$ cat config.mk
export PLATFORM = sky130hd
export DESIGN_NAME = dispctl_regs
export DESIGN_NICKNAME = d
export VERILOG_FILES = /design/src/rtl/dcr_pkg.sv /design/src/rtl/dcr_lane_map.sv /design/src/rtl/dcr_bank.sv /design/src/rtl/dcr_ext.sv /design/src/rtl/dispctl_regs.sv
export SDC_FILE = /design/constraint.sdc
export NUM_CORES = 1
export LEC_CHECK = 0
export ABC_AREA = 1
export BUFFER_PORTS_ARGS = -buffer_cell sky130_fd_sc_hd__buf_2
export CORE_UTILIZATION = 45
export DETAILED_ROUTE_END_ITERATION = 10
export PLACE_DENSITY = 0.66
export SLEW_MARGIN = 20
export SYNTH_ARGS = -nofsm -noshare
export SYNTH_HDL_FRONTEND = slang
export SYNTH_SLANG_ARGS = --single-unit
$ cat constraint.sdc
create_clock -name clk -period 3.4 [get_ports clk]
set_clock_uncertainty 0.2 [all_clocks]
set_input_delay 0.34 -clock clk [delete_from_list [all_inputs] [get_ports clk]]
set_output_delay 0.34 -clock clk [all_outputs]
set_load 0.02 [all_outputs]
$ cat src/rtl/dcr_pkg.sv
package dcr_pkg;

  // Slot indices decoded by the downstream mode calculator
  localparam int SLOT_ID      = 0;
  localparam int SLOT_XRES    = 1;
  localparam int SLOT_YRES    = 2;
  localparam int SLOT_BPP     = 3;
  localparam int SLOT_ENABLE  = 4;
  localparam int SLOT_BANK    = 5;
  localparam int SLOT_VWIDTH  = 6;
  localparam int SLOT_VHEIGHT = 7;
  localparam int SLOT_XOFF    = 8;
  localparam int SLOT_YOFF    = 9;
  localparam int SLOT_VMEM    = 10;

  typedef enum logic [1:0] {
    SZ_BYTE = 2'd0,
    SZ_HALF = 2'd1,
    SZ_WORD = 2'd2,
    SZ_RSVD = 2'd3
  } acc_size_e;

  // Memory size in 64 KiB units
  function automatic logic [15:0] vmem_units(input logic [31:0] bytes);
    return bytes[31:16];
  endfunction

  // Byte enables of the first lane for a given size and address parity
  function automatic logic [1:0] first_lane_be(input acc_size_e sz, input logic odd);
    case (sz)
      SZ_BYTE: return odd ? 2'b10 : 2'b01;
      SZ_HALF, SZ_WORD: return 2'b11;
      default: return 2'b00;
    endcase
  endfunction

  // Assemble the read word from the two halfword lanes
  function automatic logic [31:0] pack_read(input acc_size_e sz, input logic odd,
                                            input logic [15:0] lo, input logic [15:0] hi);
    case (sz)
      SZ_BYTE: return {24'h0, (odd ? lo[15:8] : lo[7:0])};
      SZ_HALF: return {16'h0, lo};
      SZ_WORD: return {hi, lo};
      default: return 32'h0;
    endcase
  endfunction

endpackage

$ cat src/rtl/dcr_lane_map.sv
module dcr_lane_map
  import dcr_pkg::*;
#(
  parameter int ADDR_W = 8,
  localparam int IDX_W = ADDR_W
) (
  input  logic [ADDR_W-1:0]     addr,
  input  logic [1:0]            size,
  input  logic [31:0]           wdata,
  output logic [1:0][IDX_W-1:0] lane_idx,
  output logic [1:0]            lane_on,
  output logic [1:0][1:0]       lane_be,
  output logic [1:0][15:0]      lane_dat
);

  acc_size_e sz;
  logic [IDX_W-1:0] base_idx;

  assign sz       = acc_size_e'(size);
  assign base_idx = {1'b0, addr[ADDR_W-1:1]};

  for (genvar l = 0; l < 2; l++) begin : g_lane
    assign lane_idx[l] = base_idx + IDX_W'(l);
    if (l == 0) begin : g_first
      assign lane_on[l]  = (sz != SZ_RSVD);
      assign lane_be[l]  = first_lane_be(sz, addr[0]);
      assign lane_dat[l] = (sz == SZ_BYTE) ? {2{wdata[7:0]}} : wdata[15:0];
    end else begin : g_second
      assign lane_on[l]  = (sz == SZ_WORD);
      assign lane_be[l]  = 2'b11;
      assign lane_dat[l] = wdata[31:16];
    end
  end

endmodule

$ cat src/rtl/dcr_bank.sv
module dcr_bank #(
  parameter int NREG  = 10,
  parameter int IDX_W = 8
) (
  input  logic                  clk,
  input  logic                  rst_n,
  input  logic                  wr_en,
  input  logic [1:0][IDX_W-1:0] lane_idx,
  input  logic [1:0]            lane_on,
  input  logic [1:0][1:0]       lane_be,
  input  logic [1:0][15:0]      lane_dat,
  output logic [NREG-1:0][15:0] regs
);

  // Named event: some lane of this write lands on a stored slot
  logic any_in_range;
  always_comb begin
    any_in_range = 1'b0;
    for (int l = 0; l < 2; l++)
      if (lane_on[l] && (lane_idx[l] < IDX_W'(NREG))) any_in_range = 1'b1;
  end

  for (genvar i = 0; i < NREG; i++) begin : g_reg
    logic [15:0] q;
    logic [1:0]  hit0, hit1;
    assign hit0 = (wr_en && lane_on[0] && lane_idx[0] == IDX_W'(i)) ? lane_be[0] : 2'b00;
    assign hit1 = (wr_en && lane_on[1] && lane_idx[1] == IDX_W'(i)) ? lane_be[1] : 2'b00;
    always_ff @(posedge clk) begin
      if (!rst_n) begin
        q <= 16'h0;
      end else begin
        for (int b = 0; b < 2; b++) begin
          if (hit0[b])      q[8*b +: 8] <= lane_dat[0][8*b +: 8];
          else if (hit1[b]) q[8*b +: 8] <= lane_dat[1][8*b +: 8];
        end
      end
    end
    assign regs[i] = q;
  end

  p_oor_write_ignored_r4: assert property (@(posedge clk) disable iff (!rst_n)
    (wr_en && !any_in_range) |=> $stable(regs));

endmodule

$ cat src/rtl/dcr_ext.sv
module dcr_ext
  import dcr_pkg::*;
#(
  parameter int          ADDR_W    = 8,
  parameter logic [31:0] EXT_SIZE  = 32'h8,
  parameter logic [31:0] MAGIC_BE  = 32'hBEBE_BEBE,
  parameter logic [31:0] MAGIC_LE  = 32'h1E1E_1E1E,
  parameter int          OFF_SIZE  = 0,
  parameter int          OFF_ORDER = 4
) (
  input  logic              clk,
  input  logic              rst_n,
  input  logic              acc,
  input  logic              wr,
  input  logic [ADDR_W-1:0] addr,
  input  logic [1:0]        size,
  input  logic [31:0]       wdata,
  output logic              big_endian,
  output logic [31:0]       rd_val
);

  logic full_width;
  logic order_wr;
  logic set_be, set_le;

  assign full_width = (acc_size_e'(size) == SZ_WORD);
  assign order_wr   = acc && wr && full_width && (addr == ADDR_W'(OFF_ORDER));
  assign set_be     = order_wr && (wdata == MAGIC_BE);
  assign set_le     = order_wr && (wdata == MAGIC_LE);

  always_ff @(posedge clk) begin
    if (!rst_n)      big_endian <= 1'b0;
    else if (set_be) big_endian <= 1'b1;
    else if (set_le) big_endian <= 1'b0;
  end

  always_comb begin
    rd_val = 32'h0;
    if (full_width) begin
      if (addr == ADDR_W'(OFF_SIZE))       rd_val = EXT_SIZE;
      else if (addr == ADDR_W'(OFF_ORDER)) rd_val = big_endian ? MAGIC_BE : MAGIC_LE;
    end
  end

  p_flag_magic_only_r8: assert property (@(posedge clk) disable iff (!rst_n)
    (acc && wr && wdata != MAGIC_BE && wdata != MAGIC_LE) |=> $stable(big_endian));
  p_narrow_ignored_r9: assert property (@(posedge clk) disable iff (!rst_n)
    (acc && wr && !full_width) |=> $stable(big_endian));
  p_flag_sets_r8: assert property (@(posedge clk) disable iff (!rst_n)
    set_be |=> big_endian);

endmodule

$ cat src/rtl/dispctl_regs.sv
module dispctl_regs
  import dcr_pkg::*;
#(
  parameter int          ADDR_W     = 8,
  parameter int          NREG       = 10,
  parameter logic [15:0] VERSION_ID = 16'hB0C5,
  parameter logic [31:0] VMEM_BYTES = 32'h0100_0000,
  parameter logic [31:0] EXT_SIZE   = 32'h8,
  parameter logic [31:0] MAGIC_BE   = 32'hBEBE_BEBE,
  parameter logic [31:0] MAGIC_LE   = 32'h1E1E_1E1E
) (
  input  logic              clk,
  input  logic              rst_n,
  input  logic              req,
  input  logic              wr,
  input  logic              win,
  input  logic [ADDR_W-1:0] addr,
  input  logic [1:0]        size,
  input  logic [31:0]       wdata,
  output logic [31:0]       rdata,
  output logic              rvalid,
  output logic [15:0]       out_enable,
  output logic [15:0]       out_bpp,
  output logic [15:0]       out_xres,
  output logic [15:0]       out_yres,
  output logic [15:0]       out_vwidth,
  output logic [15:0]       out_xoff,
  output logic [15:0]       out_yoff,
  output logic              out_big_endian
);

  localparam int          IDX_W   = ADDR_W;
  localparam logic [15:0] VMEM_64 = vmem_units(VMEM_BYTES);

  logic [1:0][IDX_W-1:0] lane_idx;
  logic [1:0]            lane_on;
  logic [1:0][1:0]       lane_be;
  logic [1:0][15:0]      lane_dat;
  logic [NREG-1:0][15:0] regs;
  logic [1:0][15:0]      slot_val;
  logic [31:0]           ext_rd;
  logic [31:0]           rd_next;
  logic                  bank_wr, rd_evt;

  assign bank_wr = req && wr && !win;
  assign rd_evt  = req && !wr;

  dcr_lane_map #(.ADDR_W(ADDR_W)) u_map (
    .addr(addr), .size(size), .wdata(wdata),
    .lane_idx(lane_idx), .lane_on(lane_on), .lane_be(lane_be), .lane_dat(lane_dat)
  );

  dcr_bank #(.NREG(NREG), .IDX_W(IDX_W)) u_bank (
    .clk(clk), .rst_n(rst_n), .wr_en(bank_wr),
    .lane_idx(lane_idx), .lane_on(lane_on), .lane_be(lane_be), .lane_dat(lane_dat),
    .regs(regs)
  );

  dcr_ext #(
    .ADDR_W(ADDR_W), .EXT_SIZE(EXT_SIZE), .MAGIC_BE(MAGIC_BE), .MAGIC_LE(MAGIC_LE)
  ) u_ext (
    .clk(clk), .rst_n(rst_n), .acc(req && win), .wr(wr), .addr(addr),
    .size(size), .wdata(wdata), .big_endian(out_big_endian), .rd_val(ext_rd)
  );

  // Per-lane slot read: synthesized slots first, then storage, then all ones
  for (genvar l = 0; l < 2; l++) begin : g_rd
    always_comb begin
      if (lane_idx[l] == IDX_W'(SLOT_ID))        slot_val[l] = VERSION_ID;
      else if (lane_idx[l] == IDX_W'(SLOT_VMEM)) slot_val[l] = VMEM_64;
      else if (lane_idx[l] < IDX_W'(NREG)) begin
        slot_val[l] = 16'h0;
        for (int i = 0; i < NREG; i++)
          if (lane_idx[l] == IDX_W'(i)) slot_val[l] = regs[i];
      end else                                   slot_val[l] = 16'hFFFF;
    end
  end

  assign rd_next = win ? ext_rd
                       : pack_read(acc_size_e'(size), addr[0], slot_val[0], slot_val[1]);

  always_ff @(posedge clk) begin
    if (!rst_n) begin
      rvalid <= 1'b0;
      rdata  <= 32'h0;
    end else begin
      rvalid <= rd_evt;
      if (rd_evt) rdata <= rd_next;
    end
  end

  assign out_xres   = regs[SLOT_XRES];
  assign out_yres   = regs[SLOT_YRES];
  assign out_bpp    = regs[SLOT_BPP];
  assign out_enable = regs[SLOT_ENABLE];
  assign out_vwidth = regs[SLOT_VWIDTH];
  assign out_xoff   = regs[SLOT_XOFF];
  assign out_yoff   = regs[SLOT_YOFF];

  p_resp_follows_read_r11: assert property (@(posedge clk) disable iff (!rst_n)
    rd_evt |=> rvalid);
  p_no_spurious_resp_r11: assert property (@(posedge clk) disable iff (!rst_n)
    !rd_evt |=> !rvalid);
  p_version_const_r2: assert property (@(posedge clk) disable iff (!rst_n)
    (rd_evt && !win && size == 2'd1 && addr[ADDR_W-1:1] == '0)
      |=> rdata == {16'h0, VERSION_ID});

endmodule

==> Word level (Yosys, flattened, before mapping) <==
Cells that the tools add are included.
{ "word_totals": {"register_bits": 178, "latchBits": 0, "ramBits": 0, "romBits": 0, "in_bits": 47, "out_inout_bits": 146, "elab_cells": 195, "memories": 0} }
{ "op_classes": {"add_sub_neg": 1, "mul": 0, "div": 0, "magnitude_cmp": 2, "eq_ne": 26, "shifts": 0, "muxes": 90, "bitwise": 0, "n_reduce_logical": 55} }
{ "ops": {"columns": ["operator", "n"], "rows": [
  ["two-way mux 16 bit", 25],
  ["two-way mux 8 bit", 37],
  ["two-way mux 32 bit", 5],
  ["one-hot mux 32 bit (3 select lines)", 1],
  ["== test 8 x 3 -> 1 bit, second input constant", 5],
  ["two-way mux 2 bit", 19],
  ["nonzero test 2 bit", 19],
  ["== test 32 x 29 -> 1 bit, second input constant", 1],
  ["== test 32 bit, second input constant", 1],
  ["logical AND 1 bit", 29],
  ["== test 7 x 3 -> 1 bit, second input constant", 4],
  ["== test 8 x 4 -> 1 bit, second input constant", 3],
  ["zero test 8 bit", 3],
  ["== test 7 x 4 -> 1 bit, second input constant", 3],
  ["== test 8 x 2 -> 1 bit, second input constant", 2],
  ["== test 7 x 2 -> 1 bit, second input constant", 2],
  ["adder 7 x 1 -> 8 bit, second input constant", 1],
  ["== test 8 x 1 -> 1 bit, second input constant", 1],
  ["less-than comparator 8 x 4 -> 1 bit, second input constant", 1],
  ["== test 7 x 1 -> 1 bit, second input constant", 1],
  ["less-than comparator 7 x 4 -> 1 bit, second input constant", 1],
  ["one-hot mux 2 bit (2 select lines)", 1],
  ["== test 2 x 1 -> 1 bit, second input constant", 1],
  ["== test 2 bit, second input constant", 1],
  ["other kinds (5)", 7]
]} }

==> Logic depth before layout (Yosys ltp) <==
Gate-level depths: netlist of run 1.
{ "logic_depth": {"depth_word": 16, "ltp_mapped": 23, "mapped_depth_nobuf": 22} }

==> Modules after synthesis <==
A second synthesis of run 1 with hierarchy kept.
{ "hier_totals": {"cells_unflattened": 2443, "hier_area_um2": 14340.0} }
{ "by_module_without_submodules": {"columns": ["mod", "n_inst", "cells_each", "area_each_um2", "seq_area_each_um2"], "rows": [
  ["dcr_bank", 1, 1372, 8564.5, 3203.1],
  ["dispctl_regs", 1, 842, 4528.1, 660.6],
  ["dcr_ext", 1, 131, 660.6, 20.0],
  ["dcr_lane_map", 1, 98, 586.8, 0.0]
]} }

==> Worst setup path before layout of run 1 <==
No wires, ideal clock.
{ "synth_path": {"kind": "input to register", "from": "input addr[2]", "to": "register u_bank.g_reg[4].q[10]", "setup_time_ps": 119, "arrival_time_ps": 2095, "required_ps": 3081, "path_slack_ps": 986, "path_stages": 10, "n_path_buf": 1, "path_cell_list": "inv_1 ha_1 inv_1 nor3_4 buf_4 nand3_1 nand2_1 inv_1 a211oi_1 nor2_1"} }
{ "synth_between": {"elab_chain_len": 5, "elab_cells_between_ends": 9, "cone_classes": "add/sub: 1; eq/ne: 2; mux: 3; reduce/logical: 3"} }
{ "synth_rtl": {"columns": ["element", "line", "rtl"], "rows": [
  ["start, declared", "dispctl_regs.sv:17", "input logic [ADDR_W-1:0] addr,"],
  ["adder 7 x 1 -> 8 bit", "dcr_lane_map.sv:23", "assign lane_idx[l] = base_idx + IDX_W'(l);"],
  ["== test 8 x 3 -> 1 bit", "dcr_bank.sv:27", "assign hit1 = (wr_en && lane_on[1] && lane_idx[1] == IDX_W'(i)) ? lane_be[1] : 2'b00;"],
  ["logical AND 1 bit", "dcr_bank.sv:27", null],
  ["two-way mux 2 bit", "dcr_bank.sv:27", null],
  ["nonzero test 2 bit (no line)", null, null],
  ["end signal, assigned by index", "dcr_bank.sv:33", "if (hit0[b]) q[8*b +: 8] <= lane_dat[0][8*b +: 8];"],
  ["end signal, assigned by index", "dcr_bank.sv:34", "else if (hit1[b]) q[8*b +: 8] <= lane_dat[1][8*b +: 8];"],
  ["end, declared", "dcr_bank.sv:24", "logic [15:0] q;"]
]} }
Several ways; a longest one is shown, not always the timed one.
A chain may end at the register's enable or synchronous reset.

==> Worst setup path in the final report of run 1 <==
{ "layout_path": {"from": "input addr[1]", "to": "register u_bank.g_reg[3].q[11]"} }
{ "layout_between": {"elab_chain_len": 5, "elab_cells_between_ends": 9, "cone_classes": "add/sub: 1; eq/ne: 2; mux: 3; reduce/logical: 3"} }
{ "layout_rtl": {"columns": ["element", "line"], "rows": [
  ["adder 7 x 1 -> 8 bit", "dcr_lane_map.sv:23"],
  ["== test 8 x 2 -> 1 bit", "dcr_bank.sv:27"],
  ["logical AND 1 bit", "dcr_bank.sv:27"],
  ["two-way mux 2 bit", "dcr_bank.sv:27"],
  ["nonzero test 2 bit (no line)", null],
  ["end signal, assigned by index", "dcr_bank.sv:33"],
  ["end signal, assigned by index", "dcr_bank.sv:34"],
  ["end, declared", "dcr_bank.sv:24"]
]} }
Several ways; a longest one is shown, not always the timed one.

==> results of run 1 <==
-- registers in the layout (all words and copies together) (netlist names) --
| name | flops |
|---|---|
| u_bank.g.q | 144 |
| rdata | 32 |
| rvalid | 1 |
| u_ext.big_endian | 1 |
-- per-stage QoR --
stage	setup slack, ps	power [mW]
2_1_floorplan	986	2.46
3_3_place_gp	307	2.68
3_5_place_dp	273	2.68
4_1_cts	726	4.80
5_1_grt	392	4.94
6_report	709	4.80
-- worst max-delay path: stages --
cell and delay, ps:
buf_2 150, ha_1 260, nand2_1 90, clkinv_1 100, nand2_1 90, nand2_1 60, o21ai_2 90, buf_4 270
nand2_4 180, clkinv_2 250, nand2_1 190, nand2_1 280, inv_2 160, a211oi_1 230, a211oi_1 70
-- logic make-up after synthesis --
logic type	synth area share [%]
buf+inv	16.5
compound gates	23.9
fa+ha+maj	0.891
xor+xnor	0.129
simple gates	30.4
flops	28.2
-- layer usage --
layer,wire length (um),share of wire (%)
met1,21000,43
met2,22100,45
met3,4710,9.5
met4,1610,3.2
met5,0,0
-- report_power, final --
part	leakage [nW]	internal [mW]	switching [mW]
combinational	4.69	0.135	0.396
sequential	1.44	2.10	0.0124
clock	0.308	1.15	1.01
total	6.43	3.38	1.42
-- final cells by class --
cell class,count,area [um^2]
clock inverters,14,193
fillers,2871,13400
repair buffers,258,1470
clock buffers,18,439
inverters,180,677
flip-flops and latches,178,3560
multi-input cells,1436,7010
well taps,372,465
-- layout by cell type, fill, tap and decap left out, types with 5 or more instances in the layout --
cell type  count
o21ai_1       19
dfxtp_1      178
nor2_1       267
buf_4         64
a21oi_1       93
o21ai_0      197
buf_2        192
inv_2         16
ha_1           9
nor3_1         5
nor2_2         6
o21bai_1       5
nand2_2       10
clkinv_1       7
inv_1        156
a211oi_1     173
nand4_1       12
nand3b_1       5
a31oi_1       15
clkbuf_16     17
nand3_1      109
nand2_1      474
nor2_4         6
-- path summary, 6_finish.rpt --
kind	from	to	slack [ps]	cells after the start
hold reg to reg	rdata[8]$_SDFFE_PN0P_	rdata[8]$_SDFFE_PN0P_	260	2
setup reg to reg	u_bank.g_reg[1].q[0]$_SDFFE_PN0P_	rdata[0]$_SDFFE_PN0P_	1430	16
setup / recovery	addr[1]	u_bank.g_reg[3].q[11]$_SDFFE_PN0P_	710	15
hold / removal	wdata[4]	u_bank.g_reg[7].q[4]$_SDFFE_PN0P_	20	3
==> reports/results.txt, run 1 <==
hold buffer count at cts: 0
VDD IR max: 272 uV
Clock Tree Root: clkbuf_16
Cell Count, Final, Fillers Out: 2456
# H-tree levels: 4
largest net degree at the start of global routing: 122
Iteration-0 DRC Markers: 1842
Avg Inst Size Synth: 6.26 um^2
design area: 13800 um^2
CP arrival: 2820 ps
global-route met3 utilization: 5.74%
relative slew slack: 32.6%
hold slack: 24.5 ps
Max Root-Sink Buffers: 2
Synth cell types: 40
final WL: 49500 um
asr flop ratio synth: 0%
Starting Density: 46.4%
met2 track demand over resource: 53.8%
unrepaired setup endpoints after global routing: no
Max Fclk: 0.372 GHz
# DRC: 0
Yosys reg bits: 178
initial antenna violation count: 0
Yosys Warn Count: 0
Post-CTS Setup Bufs: 0
Final period util: 79.1%
core box area: 27300 um^2
die area: 28800 um^2
Via density: 5.77
post-synthesis sequential area ratio: 28.2%
Required @ worst endpoint: 3530 ps
Mapped Nets: 2076
die height: 170 um
Hold Crit Class: in2reg
clock sink count: 178
layout cells sized above 1: 16.7%
Final Setup Violations: 0
CTS buffer count: 17
mapped cell area: 12600 um^2
commonest cells in the synthesized netlist: nand2_1, nor2_1, o21ai_0
Crit Path Category: in2reg
most common cell in the netlist: nand2_1
share of the synthesized area in the top cell type: 28.2%
DP HPWL: 36700 um
gp weighted congestion: 0.960
ANT cells: 0
Row Count: 60
Final Hold Viols: 0
met1 usage: 46.9%
Final ANT Viol Nets: 0
first-pass GRT wire length: 75000 um
register clock-pin slew on the reported worst setup and hold paths: 80 ps
# placed instances: 2424
Min Clock Period, post-route: 2690 ps
port buffer count: 192
status: finished clean
EDFF count, synth: 0
Final #Nets: 2127
GRT busiest layer: met2
GRT Total Usage: 34.3%
Overflow after GRT: 0
number of vias in the routed layout: 14200
setup TNS: 0 ps
Gate Count Post-Synth: 2020
DP Area: 13200 um^2
area grow syn2layout: 9.36%
Main synth FF type: dfxtp_1
Util after Layout: 50.7%
Worst Max-Slew Pin Slew: 1000 ps
Setup crit end kind: register
PwrDens: 348 nW/um^2
drt pass-1 iters: 6
leakage dissipation: 6.43 nW
DR WL/cell: 20.1 um
CTS resizes: 0
crit path launch type: primary input
max-cap check violation count: 0
Synth area leaders: dfxtp_1, nand2_1, a211oi_1
Synth area leader: dfxtp_1
Die X: 170 um
Final Max Slew Viols: 0
CP Max Fanout: 18
vias in the first global route: 12800
clock latency on the worst-skew pair: 450 ps
CTS tree: done
io pins: 193
Power figures use the tool's default switching activity.
==> run 2: changes to the inputs <==
==> constraint.sdc (replaced) <==
create_clock -name clk -period 2.58 [get_ports clk]
set_clock_uncertainty 0.2 [all_clocks]
set_input_delay 0.258 -clock clk [delete_from_list [all_inputs] [get_ports clk]]
set_output_delay 0.258 -clock clk [all_outputs]
set_load 0.02 [all_outputs]
==> run 2 against run 1 <==
  * First-iteration DRC count shrank 20%
  * Global-route usage up 0.99 points
  * Non-clock buffer count rose by 129
  * Via count grew 3.0%
  * Combinational power grew 49%
==> reports/results.txt, run 2 (same netlist as run 1, synthesis figures left out) <==
CTS tree: done (unchanged)
clock sink count: 178 (unchanged)
max reg flops: 144 (unchanged)
hold slack: 31.4 ps (was 24.5 ps)
relative slew slack: 59.2% (was 32.6%)
die height: 170 um (unchanged)
Final #Nets: 2256 (was 2127)
Crit Path Category: in2reg (unchanged)
GRT busiest layer: met2 (unchanged)
global-route met3 utilization: 7.84% (was 5.74%)
core box area: 27300 um^2 (unchanged)
register clock-pin slew on the reported worst setup and hold paths: 80 ps (about the same)
io pins: 193 (unchanged)
design area: 15000 um^2 (was 13800 um^2)
final WL: 51100 um (was 49500 um)
Largest regs: u_bank.g.q: 144 flops, rdata: 32 flops (unchanged)
highest-count cells in the layout ignoring fill and taps: nand2_1, nor2_1, o21ai_0 (unchanged)
Final Max Slew Viols: 0 (unchanged)
post-place setup slack: -263 ps (was 273 ps)
port buffer count: 192 (unchanged)
setup TNS: 0 ps (unchanged)
Reg2Reg Depth: 16 (unchanged)
unrepaired setup endpoints after global routing: no (unchanged)
Starting Density: 46.4% (unchanged)
drt pass-1 iters: 7 (was 6)
Iteration-0 DRC Markers: 1480 (was 1842)
DR WL/cell: 19.8 um (was 20.1 um)
CP Max Fanout: 18 (unchanged)
Worst Max-Slew Pin Slew: 610 ps (was 1000 ps)
Setup crit end kind: register (unchanged)
max-cap check violation count: 0 (unchanged)
Final Hold Viols: 0 (unchanged)
layout cells sized above 1: 21.2% (was 16.7%)
largest register by flop count: u_bank.g.q (unchanged)
Max Root-Sink Buffers: 2 (unchanged)
die area: 28800 um^2 (unchanged)
leakage dissipation: 7.14 nW (was 6.43 nW)
Util after Layout: 55.1% (was 50.7%)
DP Area: 14300 um^2 (was 13200 um^2)
# H-tree levels: 4 (unchanged)
Via density: 5.65 (was 5.77)
gp weighted congestion: 0.978 (was 0.960)
first-pass GRT wire length: 77300 um (was 75000 um)
largest net degree at the start of global routing: 122 (unchanged)
PwrDens: 421 nW/um^2 (was 348 nW/um^2)
status: finished clean (unchanged)
Row Count: 60 (unchanged)
Final Worst Setup Slack: 218 ps (was 709 ps)
Required @ worst endpoint: 2760 ps (was 3530 ps)
Design Power: 6.33 mW (was 4.80 mW)
commonest non-fill, non-tap cell in the layout: nand2_1 (unchanged)
Die X: 170 um (unchanged)
area grow syn2layout: 18.8% (was 9.36%)
ANT cells: 0 (unchanged)
VDD IR max: 357 uV (was 272 uV)
Clock Tree Root: clkbuf_16 (unchanged)
GRT Total Usage: 35.3% (was 34.3%)
# placed instances: 2545 (was 2424)
CP arrival: 2540 ps (was 2820 ps)
Final period util: 91.6%
clock latency on the worst-skew pair: 450 ps (about the same)
initial antenna violation count: 0 (unchanged)
Final Setup Violations: 0 (unchanged)
Overflow after GRT: 0 (unchanged)
crit path launch type: primary input (unchanged)
Min Clock Period, post-route: 2360 ps
Max Fclk: 0.423 GHz
Hold Crit Class: in2reg (unchanged)
number of vias in the routed layout: 14600 (was 14200)
# DRC: 0 (unchanged)
CTS buffer count: 17 (unchanged)
vias in the first global route: 13500 (was 12800)
met2 track demand over resource: 55.7% (was 53.8%)
met1 usage: 47.0% (was 46.9%)
Hold Path Cell Cnt: 3 (unchanged)
Cell Count, Final, Fillers Out: 2585 (was 2456)
Final ANT Viol Nets: 0 (unchanged)
DP HPWL: 38300 um (was 36700 um)
run 2: layout make-up:
cell class	count	area, um^2
clock buffers	17	425
clock inverters	15	166
fillers	2796	12200
inverters	180	677
multi-input cells	1436	7030
flip-flops and latches	178	3560
well taps	372	465
repair buffers	387	2700
run 2: metal layers:
layer  part of all wire, %  vias up
met2                    45      796
met5                     0        -
met3                    10      112
li1                      -     6938
met1                    42     6760
met4                   2.9        0
run 2: worst paths after layout:
check / start / end / slack [ps]
setup reg to reg: u_bank.g_reg[1].q[6]$_SDFFE_PN0P_ / rdata[6]$_SDFFE_PN0P_ / 600
setup / recovery: addr[2] / rdata[4]$_SDFFE_PN0P_ / 220
hold reg to reg: rdata[6]$_SDFFE_PN0P_ / rdata[6]$_SDFFE_PN0P_ / 270
hold / removal: wdata[23] / u_bank.g_reg[3].q[7]$_SDFFE_PN0P_ / 30
run 2: what timing repair did:
item | CTS | global route
setup endpoints to repair | 0 | 3
resized for setup | 0 | 3
hold buffers | 8 | 0
hold endpoints to repair | 13 | 0
buffers inserted | 0 | 0
run 2: report_power, final:
part	total, mW	switching (mW)	internal (mW)
clock	2.75	1.36	1.39
combinational	0.793	0.546	0.247
sequential	2.79	0.0156	2.77
total	6.33	1.92	4.41
run 2: worst max-delay path: stages:
cell and delay [ps]:
buf_2 110, buf_4 120, inv_1 70, ha_1 170, inv_1 110, nor3_4 240
buf_12 180, nand3_1 70, nand3_1 80, o21ai_0 110, nand2_1 100, nand2_1 70
nand2_1 60, nand2_1 70, nand2_1 60, nand2_1 50, nand2_1 70, nand2_1 60
nand2_1 130, nand2_1 60, nand2_1 80, nand2_1 70, a21oi_1 120
